===== config.mk =====
export PLATFORM = sky130hd
export DESIGN_NAME = prot_guard
export DESIGN_NICKNAME = d
export VERILOG_FILES = /design/src/rtl/prot_pkg.sv /design/src/rtl/prot_region_slot.sv /design/src/rtl/prot_region_pick.sv /design/src/rtl/prot_fault_log.sv /design/src/rtl/prot_guard.sv
export SDC_FILE = /design/constraint.sdc
export NUM_CORES = 1
export LEC_CHECK = 0
export ABC_AREA = 1
export BUFFER_PORTS_ARGS = -buffer_cell sky130_fd_sc_hd__buf_2
export CORE_MARGIN = 2
export CORE_UTILIZATION = 40
export CTS_BUF_LIST = sky130_fd_sc_hd__clkbuf_2 sky130_fd_sc_hd__clkbuf_4 sky130_fd_sc_hd__clkbuf_8
export CTS_CLUSTER_SIZE = 20
export DETAILED_ROUTE_END_ITERATION = 6
export GPL_ROUTABILITY_DRIVEN = 0
export PLACE_DENSITY = 0.66
export SLEW_MARGIN = 40
export SYNTH_ARGS = -nofsm -noshare
export SYNTH_HDL_FRONTEND = slang
export SYNTH_SLANG_ARGS = --single-unit

===== constraint.sdc =====
create_clock -name clk -period 2.7 [get_ports clk]
set_clock_uncertainty 0.05 [all_clocks]
set_input_delay 0.405 -clock clk [delete_from_list [all_inputs] [get_ports clk]]
set_output_delay 0.405 -clock clk [all_outputs]
set_load 0.1 [all_outputs]

===== src/rtl/prot_pkg.sv =====
package prot_pkg;
  localparam logic [1:0] ACC_RD = 2'd0;
  localparam logic [1:0] ACC_WR = 2'd1;
  localparam logic [1:0] ACC_FX = 2'd2;

  localparam logic [1:0] SEL_BASE = 2'd0;
  localparam logic [1:0] SEL_ATTR = 2'd1;
  localparam logic [1:0] SEL_CTRL = 2'd2;
  localparam logic [1:0] SEL_CLR  = 2'd3;

  localparam int ATTR_SIZE = 0;
  localparam int ATTR_EN   = 5;
  localparam int ATTR_NX   = 6;
  localparam int ATTR_OWN  = 8;
  localparam int ATTR_RGR  = 16;
  localparam int ATTR_WGR  = 24;

  localparam logic [4:0] SIZE_MIN = 5'd4;
endpackage


===== src/rtl/prot_region_slot.sv =====
module prot_region_slot
  import prot_pkg::*;
#(
  parameter int AW   = 32,
  parameter int PIDW = 3,
  localparam int NPID = 1 << PIDW
) (
  input  logic            clk,
  input  logic            rst,
  input  logic            wr_base,
  input  logic            wr_attr,
  input  logic [31:0]     wdata,
  input  logic [AW-1:0]   chk_addr,
  input  logic [1:0]      chk_type,
  input  logic [PIDW-1:0] chk_pid,
  output logic            hit,
  output logic            allow
);
  logic [AW-1:0]   base_q;
  logic [4:0]      size_q;
  logic            en_q, nx_q;
  logic [PIDW-1:0] own_q;
  logic [NPID-1:0] rgr_q, wgr_q;

  always_ff @(posedge clk) begin
    if (rst) begin
      base_q <= '0;
      size_q <= SIZE_MIN;
      en_q   <= 1'b0;
      nx_q   <= 1'b0;
      own_q  <= '0;
      rgr_q  <= '0;
      wgr_q  <= '0;
    end else begin
      if (wr_base) base_q <= wdata[AW-1:0];
      if (wr_attr) begin
        size_q <= wdata[ATTR_SIZE +: 5];
        en_q   <= wdata[ATTR_EN];
        nx_q   <= wdata[ATTR_NX];
        own_q  <= wdata[ATTR_OWN +: PIDW];
        rgr_q  <= wdata[ATTR_RGR +: NPID];
        wgr_q  <= wdata[ATTR_WGR +: NPID];
      end
    end
  end

  logic unused_attr_bits;
  assign unused_attr_bits = ^{wdata[7], wdata[15:11]};

  // offset bits inside the region are ignored in the compare
  logic [4:0]    size_eff;
  logic [AW-1:0] span;
  always_comb begin
    size_eff = (size_q < SIZE_MIN) ? SIZE_MIN : size_q;
    for (int i = 0; i < AW; i++) span[i] = (i <= int'(size_eff));
  end

  logic is_owner;
  assign is_owner = (chk_pid == own_q);
  assign hit = en_q && (((chk_addr ^ base_q) & ~span) == '0);

  always_comb begin
    case (chk_type)
      ACC_FX:  allow = !nx_q && (is_owner || rgr_q[chk_pid]);
      ACC_WR:  allow = is_owner || wgr_q[chk_pid];
      default: allow = is_owner || rgr_q[chk_pid];
    endcase
  end

  // a no-execute region never allows a fetch, whoever asks
  assert_nx_fetch_R7: assert property (@(posedge clk) disable iff (rst)
    (nx_q && chk_type == ACC_FX) |-> !allow);
endmodule


===== src/rtl/prot_region_pick.sv =====
module prot_region_pick #(
  parameter int N = 8,
  localparam int IW = (N > 1) ? $clog2(N) : 1
) (
  input  logic          clk,
  input  logic          rst,
  input  logic [N-1:0]  hits,
  input  logic [N-1:0]  allows,
  output logic          any_hit,
  output logic [IW-1:0] idx,
  output logic          allow
);
  always_comb begin
    any_hit = 1'b0;
    idx     = '0;
    allow   = 1'b0;
    for (int i = 0; i < N; i++) begin
      if (hits[i]) begin
        any_hit = 1'b1;
        idx     = IW'(i);
        allow   = allows[i];
      end
    end
  end

  // chosen region matches and no higher one does
  assert_pick_highest_R8: assert property (@(posedge clk) disable iff (rst)
    any_hit |-> (hits[idx] && ((hits >> idx) >> 1) == '0));
  assert_pick_none_R4: assert property (@(posedge clk) disable iff (rst)
    (hits == '0) |-> (!any_hit && idx == '0));
endmodule


===== src/rtl/prot_fault_log.sv =====
module prot_fault_log #(
  parameter int AW = 32,
  parameter int IW = 3
) (
  input  logic          clk,
  input  logic          rst,
  input  logic          clr,
  input  logic          capture,
  input  logic [AW-1:0] addr,
  input  logic [1:0]    typ,
  input  logic          hit,
  input  logic [IW-1:0] region,
  output logic          valid,
  output logic [AW-1:0] log_addr,
  output logic [1:0]    log_type,
  output logic          log_hit,
  output logic [IW-1:0] log_region
);
  always_ff @(posedge clk) begin
    if (rst) begin
      valid      <= 1'b0;
      log_addr   <= '0;
      log_type   <= '0;
      log_hit    <= 1'b0;
      log_region <= '0;
    end else begin
      if (clr) valid <= 1'b0;
      if (capture && (!valid || clr)) begin
        valid      <= 1'b1;
        log_addr   <= addr;
        log_type   <= typ;
        log_hit    <= hit;
        log_region <= region;
      end
    end
  end

  assert_log_sticky_R9: assert property (@(posedge clk) disable iff (rst)
    (valid && !clr) |=> (valid && $stable(log_addr) && $stable(log_region)
                         && $stable(log_type)));
endmodule


===== src/rtl/prot_guard.sv =====
module prot_guard
  import prot_pkg::*;
#(
  parameter int NREG     = 8,
  parameter int AW       = 32,
  parameter int PIDW     = 3,
  parameter bit CHECK_EN = 1'b1,
  localparam int IW = (NREG > 1) ? $clog2(NREG) : 1
) (
  input  logic            clk,
  input  logic            rst,
  input  logic            cfg_we,
  input  logic [1:0]      cfg_sel,
  input  logic [IW-1:0]   cfg_idx,
  input  logic [31:0]     cfg_wdata,
  input  logic            chk_valid,
  input  logic [AW-1:0]   chk_addr,
  input  logic [1:0]      chk_type,
  input  logic [PIDW-1:0] chk_pid,
  output logic            rsp_valid,
  output logic            rsp_fault,
  output logic            rsp_halt,
  output logic            rsp_hit,
  output logic [IW-1:0]   rsp_region,
  output logic            flt_valid,
  output logic [AW-1:0]   flt_addr,
  output logic [1:0]      flt_type,
  output logic            flt_hit,
  output logic [IW-1:0]   flt_region
);
  logic          fault_c, hit_c;
  logic [IW-1:0] region_c;

  generate
    if (CHECK_EN) begin : g_on
      logic [NREG-1:0] hits, allows;
      logic            bg_allow, sel_allow;

      always_ff @(posedge clk) begin
        if (rst) bg_allow <= 1'b1;
        else if (cfg_we && cfg_sel == SEL_CTRL) bg_allow <= cfg_wdata[0];
      end

      for (genvar r = 0; r < NREG; r++) begin : g_slot
        prot_region_slot #(.AW(AW), .PIDW(PIDW)) u_slot (
          .clk      (clk),
          .rst      (rst),
          .wr_base  (cfg_we && cfg_sel == SEL_BASE && cfg_idx == IW'(r)),
          .wr_attr  (cfg_we && cfg_sel == SEL_ATTR && cfg_idx == IW'(r)),
          .wdata    (cfg_wdata),
          .chk_addr (chk_addr),
          .chk_type (chk_type),
          .chk_pid  (chk_pid),
          .hit      (hits[r]),
          .allow    (allows[r])
        );
      end

      prot_region_pick #(.N(NREG)) u_pick (
        .clk     (clk),
        .rst     (rst),
        .hits    (hits),
        .allows  (allows),
        .any_hit (hit_c),
        .idx     (region_c),
        .allow   (sel_allow)
      );

      assign fault_c = hit_c ? !sel_allow : !bg_allow;
    end else begin : g_off
      logic unused_cfg;
      assign unused_cfg = ^{cfg_idx, cfg_wdata, chk_pid};
      assign fault_c  = 1'b0;
      assign hit_c    = 1'b0;
      assign region_c = '0;

      assert_off_allows_R10: assert property (@(posedge clk) disable iff (rst)
        rsp_valid |-> (!rsp_fault && !rsp_hit));
    end
  endgenerate

  always_ff @(posedge clk) begin
    if (rst) begin
      rsp_valid  <= 1'b0;
      rsp_fault  <= 1'b0;
      rsp_halt   <= 1'b0;
      rsp_hit    <= 1'b0;
      rsp_region <= '0;
    end else begin
      rsp_valid <= chk_valid;
      if (chk_valid) begin
        rsp_fault  <= fault_c;
        rsp_halt   <= fault_c && (chk_type == ACC_FX);
        rsp_hit    <= hit_c;
        rsp_region <= region_c;
      end else begin
        rsp_fault  <= 1'b0;
        rsp_halt   <= 1'b0;
        rsp_hit    <= 1'b0;
        rsp_region <= '0;
      end
    end
  end

  prot_fault_log #(.AW(AW), .IW(IW)) u_log (
    .clk        (clk),
    .rst        (rst),
    .clr        (cfg_we && cfg_sel == SEL_CLR),
    .capture    (chk_valid && fault_c),
    .addr       (chk_addr),
    .typ        (chk_type),
    .hit        (hit_c),
    .region     (region_c),
    .valid      (flt_valid),
    .log_addr   (flt_addr),
    .log_type   (flt_type),
    .log_hit    (flt_hit),
    .log_region (flt_region)
  );

  assert_rsp_next_R2: assert property (@(posedge clk) disable iff (rst)
    chk_valid |=> rsp_valid);
  assert_rsp_idle_R2: assert property (@(posedge clk) disable iff (rst)
    !chk_valid |=> !rsp_valid);
  assert_halt_fetch_R7: assert property (@(posedge clk) disable iff (rst)
    rsp_halt |-> (rsp_fault && $past(chk_type) == ACC_FX));
  assert_miss_region_R4: assert property (@(posedge clk) disable iff (rst)
    (rsp_valid && !rsp_hit) |-> (rsp_region == '0));
  assert_fault_logged_R9: assert property (@(posedge clk) disable iff (rst)
    (rsp_valid && rsp_fault) |-> flt_valid);
endmodule


# Yosys cells after proc, flatten, opt, wreduce, memory -nomap -nowiden
# Index checks and enable logic that the tools add are counted.
# op_classes
order_cmp	257
n_mux	74
n_reduce_logical	79
n_bitwise	25
eq_ne	20
# op_table
operator	n
$le 5x5->1 const A	128
$le 4x5->1 const A	64
$and 32x32->32	8
$logic_not 32->1	8
$not 32->32	8
$xor 32x32->32	8
$le 3x5->1 const A	32
$le 2x5->1 const A	16
$bmux 1 s3	16
$le 1x5->1 const A	8
$lt 5x3->1 const B	8
$mux 5	8
$logic_and 1x1->1	39
$mux 1	36
$eq 3x3->1	8
$logic_or 1x1->1	17
$pmux 1 s2	8
$eq 3x3->1 const B	4
$mux 3	4
$logic_not 1->1	11
$eq 2x2->1 const B	3
$eq 3x2->1 const B	2
$eq 2x1->1 const B	2
$lt 3x4->1 const B	1
other kinds (7)	8
# word_totals
output_inout_bits	46
wordCells	522
register_bits	511
inputBits	78

# Depth between registers and ports, before layout
# Gate-level depths: netlist of the first run.
# depth
word_depth	20
depth_mapped	25
depth_no_buf	22

# By module
# From an unflattened synthesis of the first run, not the netlist that was laid out.
# hier_totals
hier_cells	3711
hier_area_um2	24484.7
# by_module_without_submodules
module	seq_area_each_um2	cells_per_inst	area_per_inst_um2	n_inst
prot_region_slot (g_on.g_slot[0].u_slot ...)	1061.0	422	2761.4	7
prot_region_slot (g_on.g_slot[7].u_slot)	1061.0	399	2655.0	1
prot_fault_log	780.7	255	1918.1	1
prot_guard	160.2	66	424.2	1
prot_region_pick	0.0	37	157.7	1

# Worst setup path before layout of the first run
# Ideal clock, no wire load.
# synth_path
kind	input-to-reg
start	input chk_pid[0]
end	register u_log.log_addr[24]
path_stages	18
setup_ns	0.113
t_required_ns	2.537
slack_ns	0.325
arrival_time_ns	2.212
n_path_buf	5
cell_sequence	buf_2 -> inv_2 -> buf_2 -> buf_4 -> nand2_1 -> nand3_1 -> nand3_1 -> nand3_1 -> a22o_1 -> o21a_1 -> nand2_1 -> nand2_1 -> nand2_1 -> nand4_2 -> buf_6 -> buf_4 -> nor2_1 -> nor2_1
# synth_via
elab_chain_cells	17
word_cells_on_any_way	84
cone_classes	eq/ne (8); mux (49); reduce/logical (27)
# synth_rtl
element	line	source
start, declared	prot_guard.sv:19	input logic [PIDW-1:0] chk_pid,
$bmux 1 s3	prot_region_slot.sv:64, prot_region_slot.sv:66	
$mux 1 (not written as such)	prot_region_slot.sv:64, prot_region_slot.sv:66	
$logic_or 1x1->1	prot_region_slot.sv:64, prot_region_slot.sv:66	
$logic_and 1x1->1	prot_region_slot.sv:64	ACC_FX: allow = !nx_q && (is_owner || rgr_q[chk_pid]);
$pmux 1 s2	prot_region_slot.sv:63	case (chk_type)
$mux 1 (7 in series)	prot_region_pick.sv:18	if (hits[i]) begin
$mux 1 *	prot_region_pick.sv:18	
$logic_not 1->1 *	prot_guard.sv:69	assign fault_c = hit_c ? !sel_allow : !bg_allow;
$mux 1 *	prot_guard.sv:69	
$logic_and 1x1->1 *	prot_guard.sv:109	.capture (chk_valid && fault_c),
$logic_and 1x1->1 *	prot_fault_log.sv:28	if (capture && (!valid || clr)) begin
end signal, assigned	prot_fault_log.sv:30	log_addr <= addr;
end, declared	prot_fault_log.sv:14	output logic [AW-1:0] log_addr,
# Mark *: on every way between the ends. The rest lies on a longest branch, timed or not. The select of a mux whose other input is x is not followed.
# A chain may end at the register's enable or synchronous reset.

# Final worst setup path of the first run
# layout_path
start	register g_on.g_slot[7].u_slot.size_q[3]
end	register u_log.log_addr[9]
# layout_via
elab_chain_cells	12
word_cells_on_any_way	43
cone_classes	order compare (32); mux (4); bitwise (2); reduce/logical (5)
# layout_rtl
element	line	source
start, declared	prot_region_slot.sv:20	logic [4:0] size_q;
start signal, assigned	prot_region_slot.sv:37	size_q <= wdata[ATTR_SIZE +: 5];
$lt 5x3->1	prot_region_slot.sv:54	size_eff = (size_q < SIZE_MIN) ? SIZE_MIN : size_q;
$mux 5 *	prot_region_slot.sv:54	
$le 1x5->1, or another cell as far along	prot_region_slot.sv:55	for (int i = 0; i < AW; i++) span[i] = (i <= int'(size_eff));
$not 32->32 *	prot_region_slot.sv:60	assign hit = en_q && (((chk_addr ^ base_q) & ~span) == '0);
$and 32x32->32 *	prot_region_slot.sv:60	
$logic_not 32->1 *	prot_region_slot.sv:60	
$logic_and 1x1->1 *	prot_region_slot.sv:60	
$mux 1	prot_region_pick.sv:18	
$logic_not 1->1	prot_guard.sv:69	
$mux 1 *	prot_guard.sv:69	
$logic_and 1x1->1 *	prot_guard.sv:109	
$logic_and 1x1->1 *	prot_fault_log.sv:28	
# Mark *: on every way between the ends. The rest lies on a longest branch, timed or not.

==> flow_summary.json, run 1 <==
{
  "outcome": "finished, violations left",
  "violations": "setup timing",
  "cts.sinks": 471,
  "maxClockFrequency_mhz": 363,
  "antenna_found_initial": 7,
  "yosys_warnings": 0,
  "post_synthesis_cell_type_count": 43,
  "finalInstanceArea_sq_mm": 0.0295,
  "hold_violations": 0,
  "r2r-start": "g_on.g_slot[7].u_slot.size_q[3]",
  "clockBufferDepth": 3,
  "final-max-slew-violation-count": 0,
  "area_taken_by_multi_input_logic_gates_sq_mm": 0.0126,
  "die_width_um": 248,
  "yosysSeqAreaShare": 0.396,
  "detail_route.iter0.violations": 2731,
  "worst_hold_startpoint": "cfg_we",
  "layout.area.seq_sq_mm": 0.00950,
  "power_per_cell_area_mw_per_mm2": 561,
  "fraction_of_met1_tracks_used_by_global_routing": 0.398,
  "worstPathArrival_ps": 3320,
  "fin_ws_ps": -58.5,
  "drc_violations": 0,
  "routed_wire_per_std_cell_um": 19.2,
  "dp.final_hpwl_um": 61100,
  "synth_fp_nets": 3740,
  "rsz_0062_raised_after_global_routing": "true",
  "clk_transition_reported_paths_ps": 60,
  "dpl-instance-area_sq_mm": 0.0269,
  "drt-total-wl_um": 91700,
  "synth_area_per_cell_sq_um": 6.51,
  "top_level_ports": 124,
  "finalNetCount": 4015,
  "first_global_vias": 23200,
  "netlist_area_sq_mm": 0.0238,
  "end_kind": "flip-flop",
  "layout_overhead_on_the_synthesized_area_pct": 23.8,
  "max-vdd-ir-drop_uv": 401,
  "critPathMaxFanout": 9,
  "clk_root_buffer_cell": "clkbuf_8",
  "critical_path_required_ps": 3260,
  "detail-route-antenna-nets": 0,
  "final_cells": 4777,
  "route.detailed.vias_per_inst": 5.27,
  "cell_count_after_placement": 4598,
  "critPathLaunch": "g_on.g_slot[7].u_slot.size_q[3]",
  "worst_path_dominant_cell_family": "simple AND/OR/NAND/NOR gates",
  "drt_pre_antenna_iters": 6,
  "top_usage_layer": "met2",
  "number_of_buffers_created_by_cts": 83,
  "placement.io_buffers": 123,
  "maximum_number_of_pins_on_one_net_before_global_route_repair": 93,
  "core_area_sq_mm": 0.0589,
  "clk-insertion-delay-late_ps": 710,
  "min_period_over_period": 1.02,
  "clock_tree.htree_level_count": 3,
  "floorplan.initialDensity": 0.404,
  "crit_path_top_delay_cell": "dfxtp_4",
  "grt_overflow_total": 0,
  "total_leakage_power_nw": 13.9,
  "global_route.usage.total": 0.294,
  "wp_buf_inv": 4,
  "critical-path-top-cell-by-count": "nand2_1",
  "groute.layer.met3.usage": 0.0546,
  "timing.max_cap.violations": 0,
  "fillers": 5915,
  "post_route_cells_drive_above_1_share": 0.182,
  "timing.hold.worst.class": "in -> reg",
  "grt_first_pass_wirelength_um": 137000,
  "worst_path_largest_cell_delay_ps": 380,
  "worstMarginPinSlew_ps": 801,
  "util_after_layout": 0.500,
  "timing.slew.headroom": 0.466,
  "final_period_minus_worst_setup_slack_ps": 2760,
  "floorplan.die_area_sq_mm": 0.0615,
  "tritoncts": "yes",
  "setup_violations": 35,
  "crit_path_start_kind": "flip-flop",
  "register_bit_count_reported_by_yosys": 471,
  "detailroute.via_count": 25200,
  "met2_usage": 0.455,
  "synthesis.instances": 3660,
  "worst-setup-path-type": "reg -> reg",
  "critical_path.cell_chain": "buf_4 > nor2_1 > a21oi_1 > nor2_1 > o21ai_0 > nand2_1 > nor2_1 > nand4_1 > nand2_1 > nor2_2 > nand3_1 > nand2_1 > inv_2 > nand4_4 > buf_12 > clkbuf_16 > nand2_1 > nand2_1 > nor2_1",
  "rows": 89,
  "final.setup.tns_ps": -927,
  "floorplan.die.height_um": 248
}
[logic make-up (layout without fill, tap and decap cells)]
family / count (synthesis) / count (layout) / share of synthesized area
buffers and inverters: 510 / 851 / 0.0876
flip-flops: 471 / 471 / 0.396
adder cells (fa/ha/maj): 2 / 2 / 0.00105
other: 0 / 3 / 0
AO/OA/AOI/OAI: 695 / 695 / 0.148
AND/OR/NAND/NOR: 1803 / 1803 / 0.301
XOR/XNOR: 179 / 179 / 0.0658
[final timing paths]
kind                            cells after the start                        endpoint  slack [ps]
worst min-delay path                                3                   g_on.bg_allow          60
worst max register to register                     19               u_log.log_addr[9]         -60
worst min register to register                      2  g_on.g_slot[7].u_slot.rgr_q[6]         400
worst max-delay path                               19               u_log.log_addr[9]         -60
[layout make-up]
cell class | instances | area share
clock buffers | 129 | 0.0558
multi-input cells | 2679 | 0.426
inverters | 247 | 0.0319
diodes | 3 | 0.000255
well taps | 773 | 0.0328
clock inverters | 22 | 0.00768
flip-flops and latches | 471 | 0.322
repair buffers | 453 | 0.123
[power by group]
part	switching (mW)	internal, mW
registers	0.0675	7.05
clock network	3.18	4.26
logic	1.36	0.624
[through the flow]
step	setup slack, ps	power, mW	hold WS [ps]
global route	-204	17.1	38.1
floorplan	325	8.31	375
detailed placement	-411	9.15	387
CTS	1.17	16.5	22.8
finish	-58.5	16.5	64.9
global placement	-374	9.14	384
[layer usage]
| layer | up-vias | wire (um) | part of all wire |
|---|---|---|---|
| li1 | 12200 | - | - |
| met1 | 11700 | 38500 | 0.42 |
| met2 | 1143 | 39700 | 0.43 |
| met3 | 223 | 9100 | 0.099 |
| met4 | 8 | 4290 | 0.047 |
| met5 | - | 55 | 0.00060 |
[synth_stat cells, drive strengths merged]
cell type	count	area, sq um
o211ai	8	60.1
xnor2	92	806
dfxtp	471	9430
and2	3	18.8
a21o	1	7.51
o21ai	516	2580
a31oi	3	18.8
nor2	910	3420
a21boi	2	15.0
nand2b	1	6.26
o221ai	1	8.76
nand3	187	941
a21oi	155	780
a22oi	1	7.51
ha	2	25.0
nor3	16	90.1
o21a	1	7.51
clkinv	7	26.3
clkbuf	169	643
nand4	31	200
nand3b	2	15.0
or2	10	62.6
xor2	87	762
inv	240	901
buf	94	515
a22o	2	17.5
o22ai	4	25.0
nand2	643	2420
o21bai	1	7.51
[cells in the final DEF (no fill, tap or decap), types with 6 or more instances in the layout]
master	netlist	layout
nand2_1	640	612
clkbuf_4	0	21
nand4_1	30	30
buf_12	0	34
dfxtp_2	0	18
clkinv_1	7	6
o211ai_1	8	8
buf_6	2	8
or2_2	8	8
inv_2	12	18
clkinv_2	0	12
dlygate4sd3_1	0	8
inv_1	228	220
o21ai_0	507	501
o21ai_1	9	14
buf_4	20	276
nor2_1	908	882
dfxtp_1	471	441
nand3_1	186	181
nand2_2	3	27
nor2_2	2	24
nor3_1	14	13
xor2_1	87	87
dfxtp_4	0	12
xnor2_1	92	92
clkbuf_8	0	108
buf_2	58	123
a21oi_1	154	150
[flip-flops by register name, summed over array words and instances (netlist names), 2 cells and up]
| name | cells |
|---|---|
| g_on.g_slot.u_slot.base_q | 216 |
| g_on.g_slot.u_slot.en_q | 8 |
| g_on.g_slot.u_slot.nx_q | 8 |
| g_on.g_slot.u_slot.own_q | 24 |
| g_on.g_slot.u_slot.rgr_q | 64 |
| g_on.g_slot.u_slot.size_q | 40 |
| g_on.g_slot.u_slot.wgr_q | 64 |
| rsp_region | 3 |
| u_log.log_addr | 32 |
| u_log.log_region | 3 |
| u_log.log_type | 2 |
[what timing repair did]
item | CTS | global route
setup endpoints to repair | 38 | 41
hold buffers | 8 | 0
gates resized for setup | 46 | 101
cloned | 1 | 3
buffers inserted | 7 | 7
endpoints found under the hold margin | 10 | 0
pin swaps | 14 | 14
[worst reg2reg max path, delay by kind of cell (launching register included)]
family	cells	cell delay, ps
AO/OA/AOI/OAI	2	330
buffers and inverters	4	580
AND/OR/NAND/NOR	13	1330
flip-flops	1	380
No activity file was read; power rests on OpenSTA's default activity.
==> run 2: changes to the inputs <==
GPL_TIMING_DRIVEN = 0   (was unset)
==> run 2 against run 1 <==
The flow still finishes with violations (setup timing). Fmax fell by 4.0%. Critical path depth up 5. Sequential power hardly changed.
==> flow_summary.json, run 2 (same netlist as run 1, synthesis figures left out) <==
{
  "setup_violations": 38,
  "util_after_layout": 0.477,
  "drt-total-wl_um": 112000,
  "hold_violations": 0,
  "clk_root_buffer_cell": "clkbuf_8",
  "top_level_ports": 124,
  "clockBufferDepth": 3,
  "reg.largest.list": "g_on.g_slot.u_slot.base_q x216, g_on.g_slot.u_slot.rgr_q x64, g_on.g_slot.u_slot.wgr_q x64",
  "rows": 89,
  "core_area_sq_mm": 0.0589,
  "end_kind": "flip-flop",
  "maximum_number_of_pins_on_one_net_before_global_route_repair": 13,
  "drc_violations": 0,
  "worst-setup-path-type": "reg -> reg",
  "drt_pre_antenna_iters": 7,
  "final_period_minus_worst_setup_slack_ps": 2870,
  "largest_register_ffs": 216,
  "clk-insertion-delay-late_ps": 720,
  "routed_wire_per_std_cell_um": 23.7,
  "reg2reg_setup_slack_ps": -170,
  "number_of_buffers_created_by_cts": 84,
  "die_width_um": 248,
  "timing.slew.headroom": 0.302,
  "grt_overflow_total": 0,
  "r2r_cells": 24,
  "tritoncts": "yes",
  "global_route.usage.total": 0.356,
  "dp.final_hpwl_um": 76100,
  "critPathMaxFanout": 10,
  "floorplan.initialDensity": 0.404,
  "detail-route-antenna-nets": 0,
  "fin_ws_ps": -172,
  "post_route_cells_drive_above_1_share": 0.140,
  "detailroute.via_count": 26700,
  "crit_path_top_delay_cell": "dfxtp_4",
  "fin_total_pwr_mw": 16.6,
  "critical-path-top-cell-by-count": "nand2_1",
  "largest_reg_by_ff_count": "g_on.g_slot.u_slot.base_q",
  "finalNetCount": 3971,
  "violations": "setup timing",
  "clock_tree.htree_level_count": 3,
  "critical_path.cell_chain": "buf_6 > nand2_1 > nor2_1 > nand2_1 > nand2_1 > nand2_1 > inv_1 > nand2_1 > nand2_1 > nand2_2 > nor2_4 > nand3_2 > nand2_2 > inv_2 > nand3_1 > nand2_2 > nand2_2 > nand2_2 > nand2_4 > nand4_4 > buf_8 > buf_6 > nor2_1 > nor2_1",
  "critPathLaunch": "g_on.g_slot[3].u_slot.size_q[2]",
  "final-max-slew-violation-count": 0,
  "final_common_cell": "nor2_1",
  "crit_path_start_kind": "flip-flop",
  "endpoint": "u_log.log_addr[24]",
  "fillers": 6031,
  "timing.hold.worst.class": "in -> reg",
  "first_global_vias": 23900,
  "commonest_non_fill_non_tap_cells_in_the_layout": "nor2_1, nand2_1, o21ai_0",
  "maxClockFrequency_mhz": 348,
  "layout_overhead_on_the_synthesized_area_pct": 18.1,
  "cts.sinks": 471,
  "worst_path_largest_cell_delay_ps": 370,
  "total_leakage_power_nw": 12.9,
  "floorplan.die.height_um": 248,
  "power_per_cell_area_mw_per_mm2": 589,
  "worstPathArrival_ps": 3410,
  "detail_route.iter0.violations": 3888,
  "clk_transition_reported_paths_ps": 60,
  "antenna_found_initial": 9,
  "dpl_worst_slack_ps": -1010,
  "max-vdd-ir-drop_uv": 451,
  "placement.io_buffers": 93,
  "rsz_0062_raised_after_global_routing": "true",
  "floorplan.die_area_sq_mm": 0.0615,
  "worstMarginPinSlew_ps": 1050,
  "r2r-start": "g_on.g_slot[3].u_slot.size_q[2]",
  "grt_first_pass_wirelength_um": 158000,
  "critical_path_required_ps": 3240,
  "outcome": "finished, violations left",
  "route.detailed.vias_per_inst": 5.63,
  "timing.max_cap.violations": 0,
  "critical_r2r_capture": "u_log.log_addr[24]",
  "min_period_over_period": 1.06
}
-- run 2: changes by cell type in the layout (fill, tap and decap cells not counted), moves of 10 or more --
| cell | delta |
|---|---|
| dfxtp_4 | -10 |
| buf_2 | +19 |
| clkbuf_2 | +38 |
| dfxtp_1 | +11 |
| clkbuf_1 | +127 |
| clkbuf_4 | +11 |
| buf_6 | +11 |
| buf_12 | -33 |
| buf_4 | -224 |
-- run 2: power by group --
part           leakage (nW)  switching [mW]  internal (mW)  total (mW)
clock                 0.980            3.28           4.13        7.41
combinational          8.15            1.56          0.472        2.03
sequential             3.81          0.0661           7.06        7.12
total                  12.9            4.91           11.7        16.6
-- run 2: through the flow --
| stage | instance area, sq um | setup TNS [ps] | cells | hold WS, ps |
|---|---|---|---|---|
| 5_1_grt | 28100 | -9880 | 4730 | 37.1 |
| 6_report | 28100 | -5520 | 4737 | 19.6 |
| 3_3_place_gp | 25300 | -44430 | 4526 | 385 |
| 3_5_place_dp | 25300 | -39190 | 4527 | 390 |
| 2_1_floorplan | 23800 | 0 | 3660 | 375 |
| 4_1_cts | 27700 | -908 | 4711 | 10.8 |
-- run 2: area by class of cell --
class	instances	area (sq um)	area share
Inverter	247	943	0.0335
Antenna cell	8	20.0	0.000712
Buffer	263	1330	0.0473
Multi-Input combinational cell	2679	12600	0.449
Tap cell	773	967	0.0344
Clock buffer	133	1670	0.0593
Clock inverter	18	173	0.00614
Sequential cell	471	9460	0.336
Timing Repair Buffer	145	943	0.0335
-- run 2: worst min-delay path by stage --
| stage | start | endpoint | slack [ps] | cells past startpoint |
|---|---|---|---|---|
| floorplan | g_on.g_slot[4].u_slot.rgr_q[2] | g_on.g_slot[4].u_slot.rgr_q[2] | 370 | 2 |
| global placement | g_on.g_slot[7].u_slot.wgr_q[2] | g_on.g_slot[7].u_slot.wgr_q[2] | 380 | 2 |
| detailed placement | g_on.g_slot[7].u_slot.wgr_q[2] | g_on.g_slot[7].u_slot.wgr_q[2] | 390 | 2 |
| CTS | rst | g_on.bg_allow | 10 | 3 |
| global route | rst | g_on.bg_allow | 40 | 3 |
| finish | cfg_we | g_on.bg_allow | 20 | 4 |
-- run 2: layer usage --
metal / wire (um) / vias to the layer above / GRT usage
li1: - / 12100 / -
met5: 103 / - / 0
met2: 44900 / 1963 / 0.508
met4: 9080 / 16 / 0.256
met3: 16800 / 529 / 0.125
met1: 41300 / 12100 / 0.443
-- run 2: worst max-delay path, delay by kind of cell, from the launching register on --
kind / cells / cell delay [ps]
simple gates: 19 / 1720
buf+inv: 5 / 610
flops: 1 / 370
-- run 2: what timing repair did --
item | in CTS | in global routing
endpoints found under the setup margin | 42 | 56
hold buffers | 10 | 0
cloned | 2 | 1
hold endpoints to repair | 11 | 0
pin swaps | 22 | 24
gates resized for setup | 95 | 90
buffers inserted | 21 | 17
